==> src/rtl/bitop_pkg.sv <==
package bitop_pkg;

  typedef enum logic [1:0] {
    OP_TEST = 2'd0,
    OP_CLR  = 2'd1,
    OP_SET  = 2'd2,
    OP_ROTL = 2'd3
  } bop_e;

  typedef enum logic [1:0] {
    PH_GET = 2'd0,
    PH_RD  = 2'd1,
    PH_WR  = 2'd2,
    PH_FIN = 2'd3
  } phase_e;

  localparam logic [2:0] SEL_MEM = 3'd6;
  localparam logic [2:0] SEL_ACC = 3'd7;

  localparam int FZ = 7;
  localparam int FN = 6;
  localparam int FH = 5;
  localparam int FC = 4;

endpackage

==> src/rtl/bitop_alu.sv <==
module bitop_alu
  import bitop_pkg::*;
#(
  parameter int DATA_W = 8,
  parameter int IDX_W  = $clog2(DATA_W)
) (
  input  bop_e              op_i,
  input  logic              acc_i,
  input  logic [IDX_W-1:0]  idx_i,
  input  logic [DATA_W-1:0] opnd_i,
  input  logic [7:0]        flag_i,
  output logic [DATA_W-1:0] res_o,
  output logic [7:0]        flag_o
);

  logic [DATA_W-1:0] mask;
  logic [DATA_W-1:0] rot;

  always_comb begin
    mask   = DATA_W'(1) << idx_i;
    rot    = {opnd_i[DATA_W-2:0], flag_i[FC]};
    res_o  = opnd_i;
    flag_o = {flag_i[7:4], 4'b0000};
    unique case (op_i)
      OP_TEST: begin
        flag_o[FZ] = ~opnd_i[idx_i];
        flag_o[FN] = 1'b0;
        flag_o[FH] = 1'b1;
      end
      OP_CLR:  res_o = opnd_i & ~mask;
      OP_SET:  res_o = opnd_i | mask;
      OP_ROTL: begin
        res_o      = rot;
        flag_o[FZ] = acc_i ? 1'b0 : (rot == '0);
        flag_o[FN] = 1'b0;
        flag_o[FH] = 1'b0;
        flag_o[FC] = opnd_i[DATA_W-1];
      end
      default: res_o = opnd_i;
    endcase
  end

endmodule

==> src/rtl/bitop_ctrl.sv <==
module bitop_ctrl
  import bitop_pkg::*;
#(
  parameter int DATA_W     = 8,
  parameter int IDX_W      = $clog2(DATA_W),
  parameter int SEL_W      = 4,
  parameter int ADDR_W     = 16,
  parameter int COST_REG   = 8,
  parameter int COST_MRD   = 12,
  parameter int COST_RMW   = 16,
  parameter int COST_ACC   = 4,
  parameter int COST_ERR   = 1,
  parameter int CNT_W      = $clog2(COST_RMW + 1)
) (
  input  logic              clk,
  input  logic              rst_n,
  input  logic              start_i,
  input  logic [1:0]        op_i,
  input  logic              acc_form_i,
  input  logic [IDX_W-1:0]  bit_idx_i,
  input  logic [SEL_W-1:0]  sel_i,
  input  logic [ADDR_W-1:0] hl_i,
  input  logic [7:0]        flag_i,
  input  logic [DATA_W-1:0] rf_rdata_i,
  input  logic              mem_ready_i,
  input  logic [DATA_W-1:0] mem_rdata_i,
  output bop_e              op_o,
  output logic              acc_o,
  output logic [IDX_W-1:0]  idx_o,
  output logic [DATA_W-1:0] opnd_o,
  output logic [7:0]        flag_o,
  output logic [2:0]        rf_addr_o,
  output logic              rf_we_o,
  output logic              flag_we_o,
  output logic              mem_req_o,
  output logic              mem_we_o,
  output logic [ADDR_W-1:0] mem_addr_o,
  output logic              busy_o,
  output logic              done_o,
  output logic              err_o,
  output logic [CNT_W-1:0]  cycles_o
);

  logic              busy_q, busy_d;
  phase_e            ph_q, ph_d;
  logic [CNT_W-1:0]  cnt_q, cnt_d, cost_q, cost_d;
  bop_e              op_q, op_d;
  logic              acc_q, acc_d, ill_q, ill_d, mem_q, mem_d;
  logic [2:0]        sel_q, sel_d;
  logic [IDX_W-1:0]  idx_q, idx_d;
  logic [ADDR_W-1:0] hl_q, hl_d;
  logic [7:0]        flg_q, flg_d;
  logic [DATA_W-1:0] opnd_q, opnd_d;
  logic              accept, load_ctx, done;
  logic              n_acc, n_ill, n_mem;

  assign accept = start_i & ~busy_q;
  assign done   = busy_q & (ph_q == PH_FIN) & (cnt_q >= cost_q);
  assign n_acc  = acc_form_i & (op_i == OP_ROTL);
  assign n_ill  = ~n_acc & ((sel_i >> 3) != '0);
  assign n_mem  = ~n_acc & ~n_ill & (sel_i[2:0] == SEL_MEM);

  // next state
  always_comb begin
    busy_d = busy_q;
    ph_d   = ph_q;
    cnt_d  = cnt_q;
    cost_d = cost_q;
    op_d   = op_q;
    acc_d  = acc_q;
    ill_d  = ill_q;
    mem_d  = mem_q;
    sel_d  = sel_q;
    idx_d  = idx_q;
    hl_d   = hl_q;
    flg_d  = flg_q;
    opnd_d = opnd_q;
    if (accept) begin
      busy_d = 1'b1;
      cnt_d  = CNT_W'(1);
      op_d   = bop_e'(op_i);
      acc_d  = n_acc;
      ill_d  = n_ill;
      mem_d  = n_mem;
      sel_d  = n_acc ? SEL_ACC : sel_i[2:0];
      idx_d  = bit_idx_i;
      hl_d   = hl_i;
      flg_d  = flag_i;
      if (n_ill)                 cost_d = CNT_W'(COST_ERR);
      else if (n_acc)            cost_d = CNT_W'(COST_ACC);
      else if (!n_mem)           cost_d = CNT_W'(COST_REG);
      else if (op_i == OP_TEST)  cost_d = CNT_W'(COST_MRD);
      else                       cost_d = CNT_W'(COST_RMW);
      ph_d = n_ill ? PH_FIN : (n_mem ? PH_RD : PH_GET);
    end else if (busy_q) begin
      if (cnt_q < cost_q) cnt_d = cnt_q + CNT_W'(1);
      unique case (ph_q)
        PH_GET: begin
          opnd_d = rf_rdata_i;
          ph_d   = PH_FIN;
        end
        PH_RD: if (mem_ready_i) begin
          opnd_d = mem_rdata_i;
          ph_d   = (op_q == OP_TEST) ? PH_FIN : PH_WR;
        end
        PH_WR: if (mem_ready_i) ph_d = PH_FIN;
        PH_FIN: if (done) busy_d = 1'b0;
        default: ph_d = PH_FIN;
      endcase
    end
  end

  assign load_ctx = accept;

  // control registers
  always_ff @(posedge clk or negedge rst_n) begin
    if (!rst_n) begin
      busy_q <= 1'b0;
      ph_q   <= PH_FIN;
      cnt_q  <= '0;
      cost_q <= '0;
    end else begin
      busy_q <= busy_d;
      ph_q   <= ph_d;
      cnt_q  <= cnt_d;
      cost_q <= cost_d;
    end
  end

  // context registers, clock-enabled
  always_ff @(posedge clk or negedge rst_n) begin
    if (!rst_n) begin
      op_q  <= OP_TEST;
      acc_q <= 1'b0;
      ill_q <= 1'b0;
      mem_q <= 1'b0;
      sel_q <= '0;
      idx_q <= '0;
      hl_q  <= '0;
      flg_q <= '0;
    end else if (load_ctx) begin
      op_q  <= op_d;
      acc_q <= acc_d;
      ill_q <= ill_d;
      mem_q <= mem_d;
      sel_q <= sel_d;
      idx_q <= idx_d;
      hl_q  <= hl_d;
      flg_q <= flg_d;
    end
  end

  always_ff @(posedge clk or negedge rst_n) begin
    if (!rst_n)                opnd_q <= '0;
    else if (opnd_d != opnd_q) opnd_q <= opnd_d;
  end

  assign op_o       = op_q;
  assign acc_o      = acc_q;
  assign idx_o      = idx_q;
  assign opnd_o     = opnd_q;
  assign flag_o     = flg_q;
  assign rf_addr_o  = sel_q;
  assign busy_o     = busy_q;
  assign done_o     = done;
  assign err_o      = done & ill_q;
  assign cycles_o   = cost_q;
  assign rf_we_o    = done & ~ill_q & ~mem_q & (op_q != OP_TEST);
  assign flag_we_o  = done & ~ill_q & ((op_q == OP_TEST) | (op_q == OP_ROTL));
  assign mem_req_o  = busy_q & ((ph_q == PH_RD) | (ph_q == PH_WR));
  assign mem_we_o   = busy_q & (ph_q == PH_WR);
  assign mem_addr_o = hl_q;

endmodule

==> src/rtl/bitop_unit.sv <==
module bitop_unit
  import bitop_pkg::*;
#(
  parameter int DATA_W   = 8,
  parameter int IDX_W    = $clog2(DATA_W),
  parameter int SEL_W    = 4,
  parameter int ADDR_W   = 16,
  parameter int COST_REG = 8,
  parameter int COST_MRD = 12,
  parameter int COST_RMW = 16,
  parameter int COST_ACC = 4,
  parameter int COST_ERR = 1,
  parameter int CNT_W    = $clog2(COST_RMW + 1)
) (
  input  logic              clk,
  input  logic              rst_n,
  input  logic              start_i,
  input  logic [1:0]        op_i,
  input  logic              acc_form_i,
  input  logic [IDX_W-1:0]  bit_idx_i,
  input  logic [SEL_W-1:0]  sel_i,
  input  logic [ADDR_W-1:0] hl_i,
  input  logic [7:0]        flag_i,
  output logic [2:0]        rf_raddr_o,
  input  logic [DATA_W-1:0] rf_rdata_i,
  output logic              rf_we_o,
  output logic [2:0]        rf_waddr_o,
  output logic [DATA_W-1:0] rf_wdata_o,
  output logic              flag_we_o,
  output logic [7:0]        flag_o,
  output logic              mem_req_o,
  output logic              mem_we_o,
  output logic [ADDR_W-1:0] mem_addr_o,
  output logic [DATA_W-1:0] mem_wdata_o,
  input  logic              mem_ready_i,
  input  logic [DATA_W-1:0] mem_rdata_i,
  output logic              busy_o,
  output logic              done_o,
  output logic              err_o,
  output logic [CNT_W-1:0]  cycles_o
);

  // reset: asserted asynchronously, released on a clock edge
  logic [1:0] rst_sync_q;
  logic       rst_int_n;

  always_ff @(posedge clk or negedge rst_n) begin
    if (!rst_n) rst_sync_q <= 2'b00;
    else        rst_sync_q <= {rst_sync_q[0], 1'b1};
  end
  assign rst_int_n = rst_sync_q[1];

  bop_e              op_w;
  logic              acc_w;
  logic [IDX_W-1:0]  idx_w;
  logic [DATA_W-1:0] opnd_w, res_w;
  logic [7:0]        flg_in_w;
  logic [2:0]        addr_w;

  bitop_ctrl #(
    .DATA_W(DATA_W), .IDX_W(IDX_W), .SEL_W(SEL_W), .ADDR_W(ADDR_W),
    .COST_REG(COST_REG), .COST_MRD(COST_MRD), .COST_RMW(COST_RMW),
    .COST_ACC(COST_ACC), .COST_ERR(COST_ERR), .CNT_W(CNT_W)
  ) ctrl_i (
    .clk        (clk),
    .rst_n      (rst_int_n),
    .start_i    (start_i),
    .op_i       (op_i),
    .acc_form_i (acc_form_i),
    .bit_idx_i  (bit_idx_i),
    .sel_i      (sel_i),
    .hl_i       (hl_i),
    .flag_i     (flag_i),
    .rf_rdata_i (rf_rdata_i),
    .mem_ready_i(mem_ready_i),
    .mem_rdata_i(mem_rdata_i),
    .op_o       (op_w),
    .acc_o      (acc_w),
    .idx_o      (idx_w),
    .opnd_o     (opnd_w),
    .flag_o     (flg_in_w),
    .rf_addr_o  (addr_w),
    .rf_we_o    (rf_we_o),
    .flag_we_o  (flag_we_o),
    .mem_req_o  (mem_req_o),
    .mem_we_o   (mem_we_o),
    .mem_addr_o (mem_addr_o),
    .busy_o     (busy_o),
    .done_o     (done_o),
    .err_o      (err_o),
    .cycles_o   (cycles_o)
  );

  bitop_alu #(.DATA_W(DATA_W), .IDX_W(IDX_W)) alu_i (
    .op_i  (op_w),
    .acc_i (acc_w),
    .idx_i (idx_w),
    .opnd_i(opnd_w),
    .flag_i(flg_in_w),
    .res_o (res_w),
    .flag_o(flag_o)
  );

  assign rf_raddr_o  = addr_w;
  assign rf_waddr_o  = addr_w;
  assign rf_wdata_o  = res_w;
  assign mem_wdata_o = res_w;

endmodule

==> config.mk <==
export PLATFORM = sky130hd
export DESIGN_NAME = bitop_unit
export DESIGN_NICKNAME = d
export VERILOG_FILES = /design/src/rtl/bitop_pkg.sv /design/src/rtl/bitop_alu.sv /design/src/rtl/bitop_ctrl.sv /design/src/rtl/bitop_unit.sv
export SDC_FILE = /design/constraint.sdc
export NUM_CORES = 1
export LEC_CHECK = 0
export ABC_CLOCK_PERIOD_IN_PS = 2060
export BUFFER_PORTS_ARGS = -buffer_cell sky130_fd_sc_hd__buf_2
export CORE_ASPECT_RATIO = 0.5
export CORE_MARGIN = 4
export CORE_UTILIZATION = 51
export CTS_CLUSTER_DIAMETER = 200
export DETAILED_ROUTE_END_ITERATION = 16
export GPL_ROUTABILITY_DRIVEN = 0
export PLACE_DENSITY = 0.92
export SYNTH_ARGS = -nofsm -noshare
export SYNTH_HDL_FRONTEND = slang
export SYNTH_HIERARCHICAL = 1
export SYNTH_SLANG_ARGS = --single-unit
==> constraint.sdc <==
create_clock -name clk -period 2.06 [get_ports clk]
set_input_delay 0.103 -clock clk [delete_from_list [all_inputs] [get_ports clk]]
set_output_delay 0.103 -clock clk [all_outputs]
set_load 0.03 [all_outputs]
# After elaboration in Yosys (flattened, before gate mapping)
# Cells that the tools add are included.
# Widths: inputs -> output; s select.
# op_classes
add_sub_neg	1
n_lt_le_gt_ge	3
n_eq_ne	11
shift	1
n_mux	30
bitwise	25
n_reduce_logical	10
# ops
op	n
$mux 5	7
$mux 8	3
$pmux 8 s3	1
$pmux 8 s2	1
$and 1x1->1	14
$eq 2x2->1 const B	5
$mux 2	5
$mux 1	9
$and 8x8->8	1
$logic_not 8->1	1
$ne 8x8->1	1
$not 8->8	1
$or 8x8->8	1
$shl 1x3->8 const A	1
$logic_not 2->1	3
$ne 3x2->1 const B	2
$not 1->1	6
$pmux 2 s3	1
$pmux 3 s2	1
$reduce_bool 2->1	3
$add 5x1->5 const B	1
$ge 5x5->1	1
$lt 5x5->1	1
$eq 2x1->1 const B	2
other kinds (8)	9
# word_totals
reg_bits	58
input_bits	54
output_inout_bits	58
word_cells	95

# Logic depth before layout (Yosys ltp)
# Gate-level depths: netlist of run 1.
# logic_depth
ltp_word	10
depth_mapped	7
ltp_nobuf	6

# Cells and area by module
# The synthesis of run 1 kept the hierarchy.
# by_module_without_submodules
mod	instances	cells_each	area_per_inst_um2	seq_area_each_um2
bitop_ctrl	1	273	2527.4	1353.8
bitop_alu	1	83	565.5	0.0
bitop_unit	1	14	136.4	50.0

# Worst setup path after synthesis of run 1
# OpenSTA, ideal clock, no wires.
# synth_path
path_type	register to output
start	reg ctrl_i.cost_q[2] (netlist: ctrl_i/cycles_o[2])
end	out rf_we_o
arrival_ns	1.927
t_required_ns	1.957
slack_ns	0.030
path_stages_with_launch	7
n_path_buf	0
path_cell_list	dfrtp_1 inv_1 ha_1 nand4_1 o31ai_1 o21ba_2 nor4_2
# synth_via
elab_chain_len	5
# synth_rtl
item	line	rtl
start, declared	bitop_ctrl.sv:46	logic [CNT_W-1:0] cnt_q, cnt_d, cost_q, cost_d;
start signal, assigned	bitop_ctrl.sv:126	cost_q <= cost_d;
$ge 5x5->1	bitop_ctrl.sv:58	assign done = busy_q & (ph_q == PH_FIN) & (cnt_q >= cost_q);
$and 1x1->1	bitop_ctrl.sv:58	
$and 1x1->1 (3 in series)	bitop_ctrl.sv:168	assign rf_we_o = done & ~ill_q & ~mem_q & (op_q != OP_TEST);
end, declared	bitop_unit.sv:26	output logic rf_we_o,
# No other way between the ends.

# Final worst setup path of run 1
# layout_path
start	reg ctrl_i.ph_q[1]
end	out flag_we_o
# layout_via
elab_chain_len	5
# layout_rtl
item	line	rtl
start, declared	bitop_ctrl.sv:45	phase_e ph_q, ph_d;
start signal, assigned	bitop_ctrl.sv:124	ph_q <= ph_d;
$eq 2x2->1	bitop_ctrl.sv:58	
$and 1x1->1 (2 in series)	bitop_ctrl.sv:58	
$and 1x1->1 (2 in series)	bitop_ctrl.sv:169	assign flag_we_o = done & ~ill_q & ((op_q == OP_TEST) | (op_q == OP_ROTL));
end, declared	bitop_unit.sv:29	output logic flag_we_o,
# No other way between the ends.

==> qor.yml, run 1 <==
yosys:
  synthesis.instances: 354
  avgSynthCellArea_um2: 8.712
  synth_area_mm2: 0.003084
  ys_warn_count: 6
worst_setup_path:
  crit_chain: "ha_2 > nand4_1 > o31ai_1 > o21ba_4 > nor3_2 > buf_4"
  slowest_stage: "dfstp_2"
  crit_path_start_kind: "register"
  slowest_delay_ps: 570
  crit_fanout: 5
  cp_data_arrival_time_ps: 1980
  end_kind: "output port"
  required_ps: 1960
  worstPathBufferInverterCount: 1
  cp_top_family: "flip-flops"
  crit_type: "register to output port"
drt:
  vias: 3027
  wire_per_inst_um: 18.00
  vias_per_cell: 5.866
  dr.first_iter.drc_count: 448
  drt.antenna.violating_nets: 0
  drc: 0
  drt-total-wl_um: 9290
  first_pass_iters: 6
placement:
  io_buffers: 102
  place_ws_ps: 299.4
  hpwl_um: 5640
floorplanning:
  die_area_mm2: 0.007431
  coreArea_mm2: 0.005658
  row_count: 19
  die_x_um: 118.0
  start_util_pct: 54.51
  die_h_um: 62.99
  io_pins: 112
cts:
  cts-root-buf: "clkbuf_16"
  cts_buffer_depth: 2
  cts.htree.levels: 2
  cts.clk_slew.worst_paths_ps: 70
  tritoncts: "yes"
  cts_buffers: 5
  cts.sinks: 52
  clock_latency_ps: 290
timing:
  post-route-period-util_pct: 101.3
  max-slew-margin-rel_pct: 61.00
  max_freq_ghz: 0.4790
  hold_viol_final: 0
  layout_setup_ws_ps: -27.52
  fin_setup_tns_ps: -52.38
  tightest_slew_ps: 585.0
  finalSetupViolCount: 2
  skew_ps: 4.538
  final-max-slew-violation-count: 0
  min_period_ps: 2088
final_layout:
  final_cell_mix: "buf_2 (99), nand2_1 (93), dfrtp_1 (48)"
  final_common_cell: "buf_2"
  nFillCells: 386
  utilization_pct: 67.78
  area_delta_synth_final_pct: 24.34
  drive_gt1_share_pct: 32.96
  nNetsFinal: 510
  diodes: 0
grt:
  grt_max_degree: 45
  grt_pass1_wl_um: 13590
  track_usage_pct: 22.34
  overflow: 0
  first_global_vias: 2842
  antenna_found_initial: 0
status:
  status: "complete, but fails checks"
  violations: "setup timing"
power:
  p_leak_nw: 1.973
  vdd.ir_drop.worst_mv: 0.9432
  total_power_mw: 7.717
  powerDensity_mw_per_mm2: 2012
worst_hold_path:
  hp-class: "input port to register"
job:
  maxCapViolCount: 0
## report_power, final
part / switching (mW) / internal, mW
combinational: 3.09 / 1.65
clock: 0.366 / 0.640
sequential: 0.499 / 1.48
## layer usage
layer	GRT usage (%)	vias up	part of all wire [%]
li1	-	1350	-
met1	26.23	1452	38
met2	39.89	184	50
met3	4.973	41	7.6
met4	9.343	0	3.9
met5	0	-	0
## registers in the layout, indices dropped and copies added (netlist names), 3 cells and up
name and cells:
ctrl_i/flag_o 4, ctrl_i/rf_addr_o 3, ctrl_i/mem_addr_o 16, ctrl_i/opnd_o 8
ctrl_i/idx_o 3, ctrl_i/cnt_q 5, ctrl_i/cycles_o 4
## tightest hold or removal path: stages
cell     delay (ps)
buf_2            80
nand2_1          40
nand2_1          50
## layout make-up
type / count / area [um2] / share of cell area [%]
repair buffers: 114 / 628.1 / 16.38
inverters: 17 / 63.81 / 1.664
clock inverters: 1 / 30.03 / 0.7830
well taps: 73 / 91.34 / 2.382
flip-flops and latches: 52 / 1306 / 34.06
clock buffers: 7 / 152.6 / 3.980
multi-input cells: 252 / 1563 / 40.75
## per-stage QoR
| step | std cells | cell area [um2] | hold slack [ps] |
|---|---|---|---|
| after floorplan | 357 | 3095 | -192.6 |
| after global placement | 504 | 3542 | -108.0 |
| after detailed placement | 504 | 3542 | -109.5 |
| after CTS | 515 | 3764 | 0.4079 |
| after global routing | 516 | 3835 | 4.218 |
| final | 516 | 3835 | 3.761 |
## worst paths after layout
path	startpoint	endpoint	slack (ps)	cells past startpoint
max	ctrl_i/ph_q[1]$_DFFE_PN1P_	flag_we_o	-30	6
min in group asynchronous	rst_sync_q[1]$_DFF_PN0_	ctrl_i/mem_addr_o[3]$_DFFE_PN0P_	100	0
max in group asynchronous	rst_sync_q[1]$_DFF_PN0_	ctrl_i/ph_q[0]$_DFFE_PN1P_	1440	1
min	bit_idx_i[1]	ctrl_i/idx_o[1]$_DFFE_PN0P_	4	3
max reg2reg	ctrl_i/ph_q[0]$_DFFE_PN1P_	ctrl_i/ph_q[0]$_DFFE_PN1P_	160	6
min reg2reg	rst_sync_q[1]$_DFF_PN0_	ctrl_i/mem_addr_o[3]$_DFFE_PN0P_	100	0
## repair_timing
item,in CTS,in global routing
buffers inserted,0,1
hold endpoints to repair,4,0
setup endpoints to repair,3,13
hold buffers,3,0
gates resized for setup,2,15
Note: power is estimated with default switching activity, not from simulation.
==> run 2, diff against run 1 <==
--- a/config.mk
+++ b/config.mk
@@ -14,6 +14,7 @@
 export DETAILED_ROUTE_END_ITERATION = 16
 export GPL_ROUTABILITY_DRIVEN = 0
 export PLACE_DENSITY = 0.92
+export SKIP_CTS_REPAIR_TIMING = 1
 export SYNTH_ARGS = -nofsm -noshare
 export SYNTH_HDL_FRONTEND = slang
 export SYNTH_HIERARCHICAL = 1
==> run 2 against run 1 <==
  * The run ends with hold timing, setup timing left
  * First-iteration DRC count rose by 2.5%
  * Hold slack got worse by 4.3 ps
  * Total power fell by 0.58%
  * Combinational power barely moved
  * Flip-flop and latch count unchanged
  * Wire length is 2.2% lower
  * Setup slack got worse by 18 ps
  * Via count fell by 0.69%
  * Sequential share of layout area increased by 0.18 points
  * Global-route usage down 0.26 points
  * Critical endpoint unchanged
  * Largest cell class unchanged
  * Highest routed layer unchanged
==> qor.yml, run 2 (synthesis gave the netlist of run 1 again) <==
final_layout:
  largest_reg_flops: 16
  utilization_pct: 67.43
  area_delta_synth_final_pct: 23.69
  final_common_cell: "buf_2"
  fin_cells: 514
  fin_area_mm2: 0.003815
  diodes: 0
  nNetsFinal: 508
  drive_gt1_share_pct: 33.11
  final_cell_mix: "buf_2 (99), nand2_1 (93), dfrtp_1 (48)"
  nFillCells: 387
worst_setup_path:
  end_kind: "output port"
  slowest_stage: "dfstp_2"
  crit_path_start_kind: "register"
  cp_top_family: "flip-flops"
  crit_fanout: 5
  required_ps: 1960
  slowest_delay_ps: 570
  cp_num_cells: 6
  worstPathBufferInverterCount: 1
  cp_data_arrival_time_ps: 2000
  crit_type: "register to output port"
  worst-r2r-cell-count: 6
  crit_chain: "ha_2 > nand4_1 > o31ai_1 > o21ba_4 > nor3_2 > buf_4"
timing:
  fin_setup_tns_ps: -83.73
  finalSetupViolCount: 2
  skew_ps: 4.082
  layout_setup_ws_ps: -45.15
  min_period_ps: 2105
  tightest_slew_ps: 577.8
  max-slew-margin-rel_pct: 61.48
  final-max-slew-violation-count: 0
  hold_ws_ps: -0.5514
  post-route-period-util_pct: 102.2
  hold_viol_final: 1
  max_freq_ghz: 0.4750
power:
  pwr-share-comb_pct: 61.2
  p_leak_nw: 1.965
  power_switching_mw: 3.913
  powerDensity_mw_per_mm2: 2011
  sequentialPowerShare_pct: 25.7
  p_clk_share_pct: 13.0
  total_power_mw: 7.672
  power.internal_mw: 3.759
  swShare_pct: 51.00
  vdd.ir_drop.worst_mv: 1.058
drt:
  first_pass_iters: 5
  drt.antenna.violating_nets: 0
  wire_per_inst_um: 17.68
  vias: 3006
  dr.first_iter.drc_count: 459
  drc: 0
  vias_per_cell: 5.848
  drt-total-wl_um: 9086
cts:
  cts.sinks: 52
  tritoncts: "yes"
  cts_buffer_depth: 2
  cts.clk_slew.worst_paths_ps: 70
  clock_latency_ps: 290
  cts-root-buf: "clkbuf_16"
  cts.htree.levels: 2
  cts_buffers: 5
grt:
  grt_max_degree: 45
  overflow: 0
  grt_pass1_wl_um: 13430
  first_global_vias: 2825
  track_usage_pct: 22.08
  antenna_found_initial: 0
placement:
  dp.cells: 504
  placed_cell_area_mm2: 0.003542
  hpwl_um: 5640
  io_buffers: 102
floorplanning:
  die_h_um: 62.99
  io_pins: 112
  start_util_pct: 54.51
  die_x_um: 118.0
  coreArea_mm2: 0.005658
  die_area_mm2: 0.007431
  row_count: 19
job:
  maxCapViolCount: 0
worst_hold_path:
  whs_path_depth: 3
  hp-class: "input port to register"
status:
  violations: "hold timing, setup timing"
  status: "complete, but fails checks"
## run 2: cell types whose count changed in the layout (fill, tap and decap cells not counted), sizes merged
cell         before  now
dlygate4sd3       3    1
## run 2: final cells by class
class,instances,area [um2],share of cell area (%)
multi-input combinational,252,1563,40.96
inverter,17,63.81,1.673
sequential,52,1306,34.24
timing repair buffer,112,608.1,15.94
clock inverter,1,30.03,0.7871
clock buffer,7,152.6,4.001
tap,73,91.34,2.394
## run 2: worst register-to-register path, stage by stage (launching register included)
cell	delay, ps
dfstp_2	540
buf_4	130
inv_1	60
ha_1	320
o221a_2	340
and3b_1	180
a211oi_1	230
## run 2: power groups by stage
stage | logic, mW | registers [mW] | clock network (mW)
after floorplan | 3.12 | 2.22 | 0
after global placement | 4.22 | 1.91 | 0
after detailed placement | 4.34 | 1.93 | 0
after CTS | 4.41 | 1.92 | 1.00
after global routing | 5.04 | 2.03 | 1.06
final | 4.70 | 1.97 | 0.999
## run 2: path summary, 6_finish.rpt
check                                                   end  slack [ps]                  startpoint
min reg2reg                ctrl_i/mem_addr_o[3]$_DFFE_PN0P_         100     rst_sync_q[1]$_DFF_PN0_
min in group asynchronous  ctrl_i/mem_addr_o[3]$_DFFE_PN0P_         100     rst_sync_q[1]$_DFF_PN0_
min                        ctrl_i/mem_addr_o[3]$_DFFE_PN0P_        -0.6                     hl_i[3]
max                                               flag_we_o         -50  ctrl_i/ph_q[1]$_DFFE_PN1P_
max reg2reg                      ctrl_i/ph_q[0]$_DFFE_PN1P_         150  ctrl_i/ph_q[0]$_DFFE_PN1P_
max in group asynchronous        ctrl_i/ph_q[0]$_DFFE_PN1P_        1440     rst_sync_q[1]$_DFF_PN0_
## run 2: through the flow
step           hold WS [ps]  worst slack [ps]
2_1_floorplan        -192.6             30.39
3_3_place_gp         -108.0             350.7
3_5_place_dp         -109.5             299.4
4_1_cts              -418.7            -59.07
5_1_grt               7.499            -96.03
6_report            -0.5514            -45.15
## run 2: metal layers
layer / track usage, % / up-vias / wire length, um
met2: 39.10 / 202 / 4569
met4: 9.343 / 0 / 419
met3: 4.973 / 51 / 706
met5: 0 / - / 0
li1: - / 1339 / -
met1: 26.10 / 1414 / 3390
==> run 3, diff against run 2 <==
--- a/config.mk
+++ b/config.mk
@@ -9,7 +9,7 @@
 export BUFFER_PORTS_ARGS = -buffer_cell sky130_fd_sc_hd__buf_2
 export CORE_ASPECT_RATIO = 0.5
 export CORE_MARGIN = 4
-export CORE_UTILIZATION = 51
+export CORE_UTILIZATION = 50
 export CTS_CLUSTER_DIAMETER = 200
 export DETAILED_ROUTE_END_ITERATION = 16
 export GPL_ROUTABILITY_DRIVEN = 0
@@ -17,5 +17,4 @@
 export SKIP_CTS_REPAIR_TIMING = 1
 export SYNTH_ARGS = -nofsm -noshare
 export SYNTH_HDL_FRONTEND = slang
-export SYNTH_HIERARCHICAL = 1
 export SYNTH_SLANG_ARGS = --single-unit
==> run 3 against run 2 <==
  * Critical path type unchanged
  * Critical endpoint is now rf_we_o
  * The run ends with setup timing left
  * Hold slack gained 5.3 ps
  * First-iteration DRC count fell by 28%
  * Largest cell class unchanged
  * Wire length is 0.40% lower
  * Global-route usage is 2.1 points lower
  * Cell count is 2.9% higher
  * Via count increased by 2.3%
==> qor.yml, run 3 <==
worst_hold_path:
  whs_path_depth: 3
  hp-class: "input port to register"
cts:
  cts_buffers: 5
  cts.htree.levels: 2
  clock_latency_ps: 290
  cts.sinks: 52
  cts-root-buf: "clkbuf_16"
  cts_buffer_depth: 2
  tritoncts: "yes"
  cts.clk_slew.worst_paths_ps: 70
yosys:
  synth_edf_count: 0
  avgSynthCellArea_um2: 8.482
  synthFlopType: "dfrtp_1"
  seq_area_frac_synth_pct: 43.06
  synth_area_mm2: 0.003028
  yosysUniqueCellTypes: 50
  synth_most_common_cell: "nand2_1"
  synth_seq_cells: 52
  async_reset_ff_share_pct: 100.0
  synthesis.instances: 357
  synth.area.top_cells: "dfrtp_1 (41%), nand2_1 (12%), ha_1 (5.4%)"
  netlist.area_leader.share_pct: 41.32
  ys_top_cells_by_count: "nand2_1 (97), dfrtp_1 (50), inv_1 (26)"
  ys_warn_count: 0
  synth.largest_area_cell: "dfrtp_1"
floorplanning:
  start_util_pct: 53.52
  row_count: 19
  die_area_mm2: 0.007440
  io_pins: 112
  die_h_um: 63.03
  coreArea_mm2: 0.005658
  die_x_um: 118.1
power:
  total_power_mw: 8.064
  powerDensity_mw_per_mm2: 2053
  power.internal_mw: 3.958
  vdd.ir_drop.worst_mv: 0.9304
  power_switching_mw: 4.106
  pwr-share-comb_pct: 63.8
  p_clk_share_pct: 11.5
  p_leak_nw: 2.058
  sequentialPowerShare_pct: 24.7
  swShare_pct: 50.92
timing:
  hold_ws_ps: 4.729
  post-route-period-util_pct: 103.2
  max-slew-margin-rel_pct: 60.73
  layout_setup_ws_ps: -65.04
  final-max-slew-violation-count: 0
  hold_viol_final: 0
  tightest_slew_ps: 585.1
  finalSetupViolCount: 3
  min_period_ps: 2125
  max_freq_ghz: 0.4706
  skew_ps: 8.315
  rsz0062_at_grt: "true"
worst_setup_path:
  slowest_delay_ps: 370
  required_ps: 1960
  end_kind: "output port"
  slowest_stage: "dfrtp_1"
  crit_chain: "inv_1 > ha_4 > and2b_1 > nand4_1 > a21oi_4 > nor4b_4 > buf_4"
  crit_fanout: 5
  crit_type: "register to output port"
  crit_path_start_kind: "register"
  cp_data_arrival_time_ps: 2020
  worst-r2r-cell-count: 4
grt:
  overflow: 0
  grt_pass1_wl_um: 12360
  track_usage_pct: 20.02
  grtUsageMet2_pct: 35.81
  grt_max_degree: 41
  use_met3_pct: 3.978
  antenna_found_initial: 0
  grtUsageMet1_pct: 24.54
  grt.busiest_layer: "met2"
  first_global_vias: 2636
drt:
  dr.first_iter.drc_count: 331
  drt-total-wl_um: 9050
  drc: 0
  drt.antenna.violating_nets: 0
  vias_per_cell: 5.813
  wire_per_inst_um: 17.11
  vias: 3075
  first_pass_iters: 5
placement:
  io_buffers: 102
  hpwl_um: 5464
  place_ws_ps: 166.0
  placed_cell_area_mm2: 0.003551
final_layout:
  final_common_cell: "buf_2"
  drive_gt1_share_pct: 35.96
  area_delta_synth_final_pct: 29.71
  final_cell_mix: "buf_2 (98), nand2_1 (97), dfrtp_1 (45)"
  nNetsFinal: 522
  diodes: 0
  fin_area_mm2: 0.003928
  largest_reg_flops: 16
job:
  maxCapViolCount: 0
status:
  status: "complete, but fails checks"
  violations: "setup timing"
-- run 3: per-layer routing --
metal,wire (um),up-vias
li1,-,1367
met1,3556,1480
met2,4546,202
met3,695,26
met4,251,0
met5,0,-
-- run 3: final timing paths --
kind,to,slack [ps],start
worst max register to register,ctrl_i.opnd_o[0]$_DFFE_PN0P_,170,ctrl_i.ph_q[0]$_DFFE_PN1P_
max in group asynchronous,ctrl_i.ph_q[0]$_DFFE_PN1P_,1380,rst_sync_q[1]$_DFF_PN0_
worst max-delay path,rf_we_o,-70,ctrl_i.cycles_o[4]$_DFFE_PN0P_
worst min register to register,ctrl_i.mem_addr_o[3]$_DFFE_PN0P_,140,rst_sync_q[1]$_DFF_PN0_
min in group asynchronous,rst_sync_q[1]$_DFF_PN0_,130,rst_n
worst min-delay path,ctrl_i.idx_o[1]$_DFFE_PN0P_,5,bit_idx_i[1]
-- run 3: logic make-up (layout without fill, tap and decap cells) --
group / Yosys count / in the layout / synth area share [%]
adders and majority gates: 13 / 13 / 5.372
muxes: 6 / 6 / 2.892
and+or+nand+nor: 141 / 141 / 20.95
DFF: 52 / 52 / 43.06
buffers and inverters: 64 / 159 / 10.21
other: 2 / 6 / 0.2480
AOI/OAI and AO/OA: 77 / 77 / 16.70
xor gates and xnor gates: 2 / 2 / 0.5786
-- run 3: power groups by stage --
stage / combinational, mW / sequential, mW / clock (mW)
floorplan: 3.28 / 2.22 / 0
CTS: 4.58 / 1.94 / 0.937
finish: 5.15 / 1.99 / 0.930
detailed placement: 4.54 / 1.95 / 0
global placement: 4.43 / 1.93 / 0
global route: 5.49 / 2.05 / 0.981
-- run 3: worst max-delay path, delay by kind of cell (launching register included) --
kind / cells / cell delay [ps]
fa+ha+maj: 1 / 290
flops: 1 / 370
simple gates: 3 / 550
buf+inv: 2 / 310
compound gates: 1 / 220
-- run 3: cell type report --
type                            instances  area [um2]
Timing Repair Buffer                  125       715.7
Clock inverter                          2       35.03
Tap cell                               73       91.34
Clock buffer                            6       128.9
Inverter                               26       97.59
Fill cell                             396        1730
Sequential cell                        52        1310
Multi-Input combinational cell        245        1549
-- run 3: stage by stage --
step | setup TNS, ps | instances | util [%]
4_1_cts | -455.4 | 515 | 65.66
3_5_place_dp | 0 | 507 | 62.76
3_3_place_gp | 0 | 507 | 62.76
2_1_floorplan | -489.9 | 361 | -
6_report | -119.4 | 529 | 69.42
5_1_grt | -988.3 | 529 | 69.42
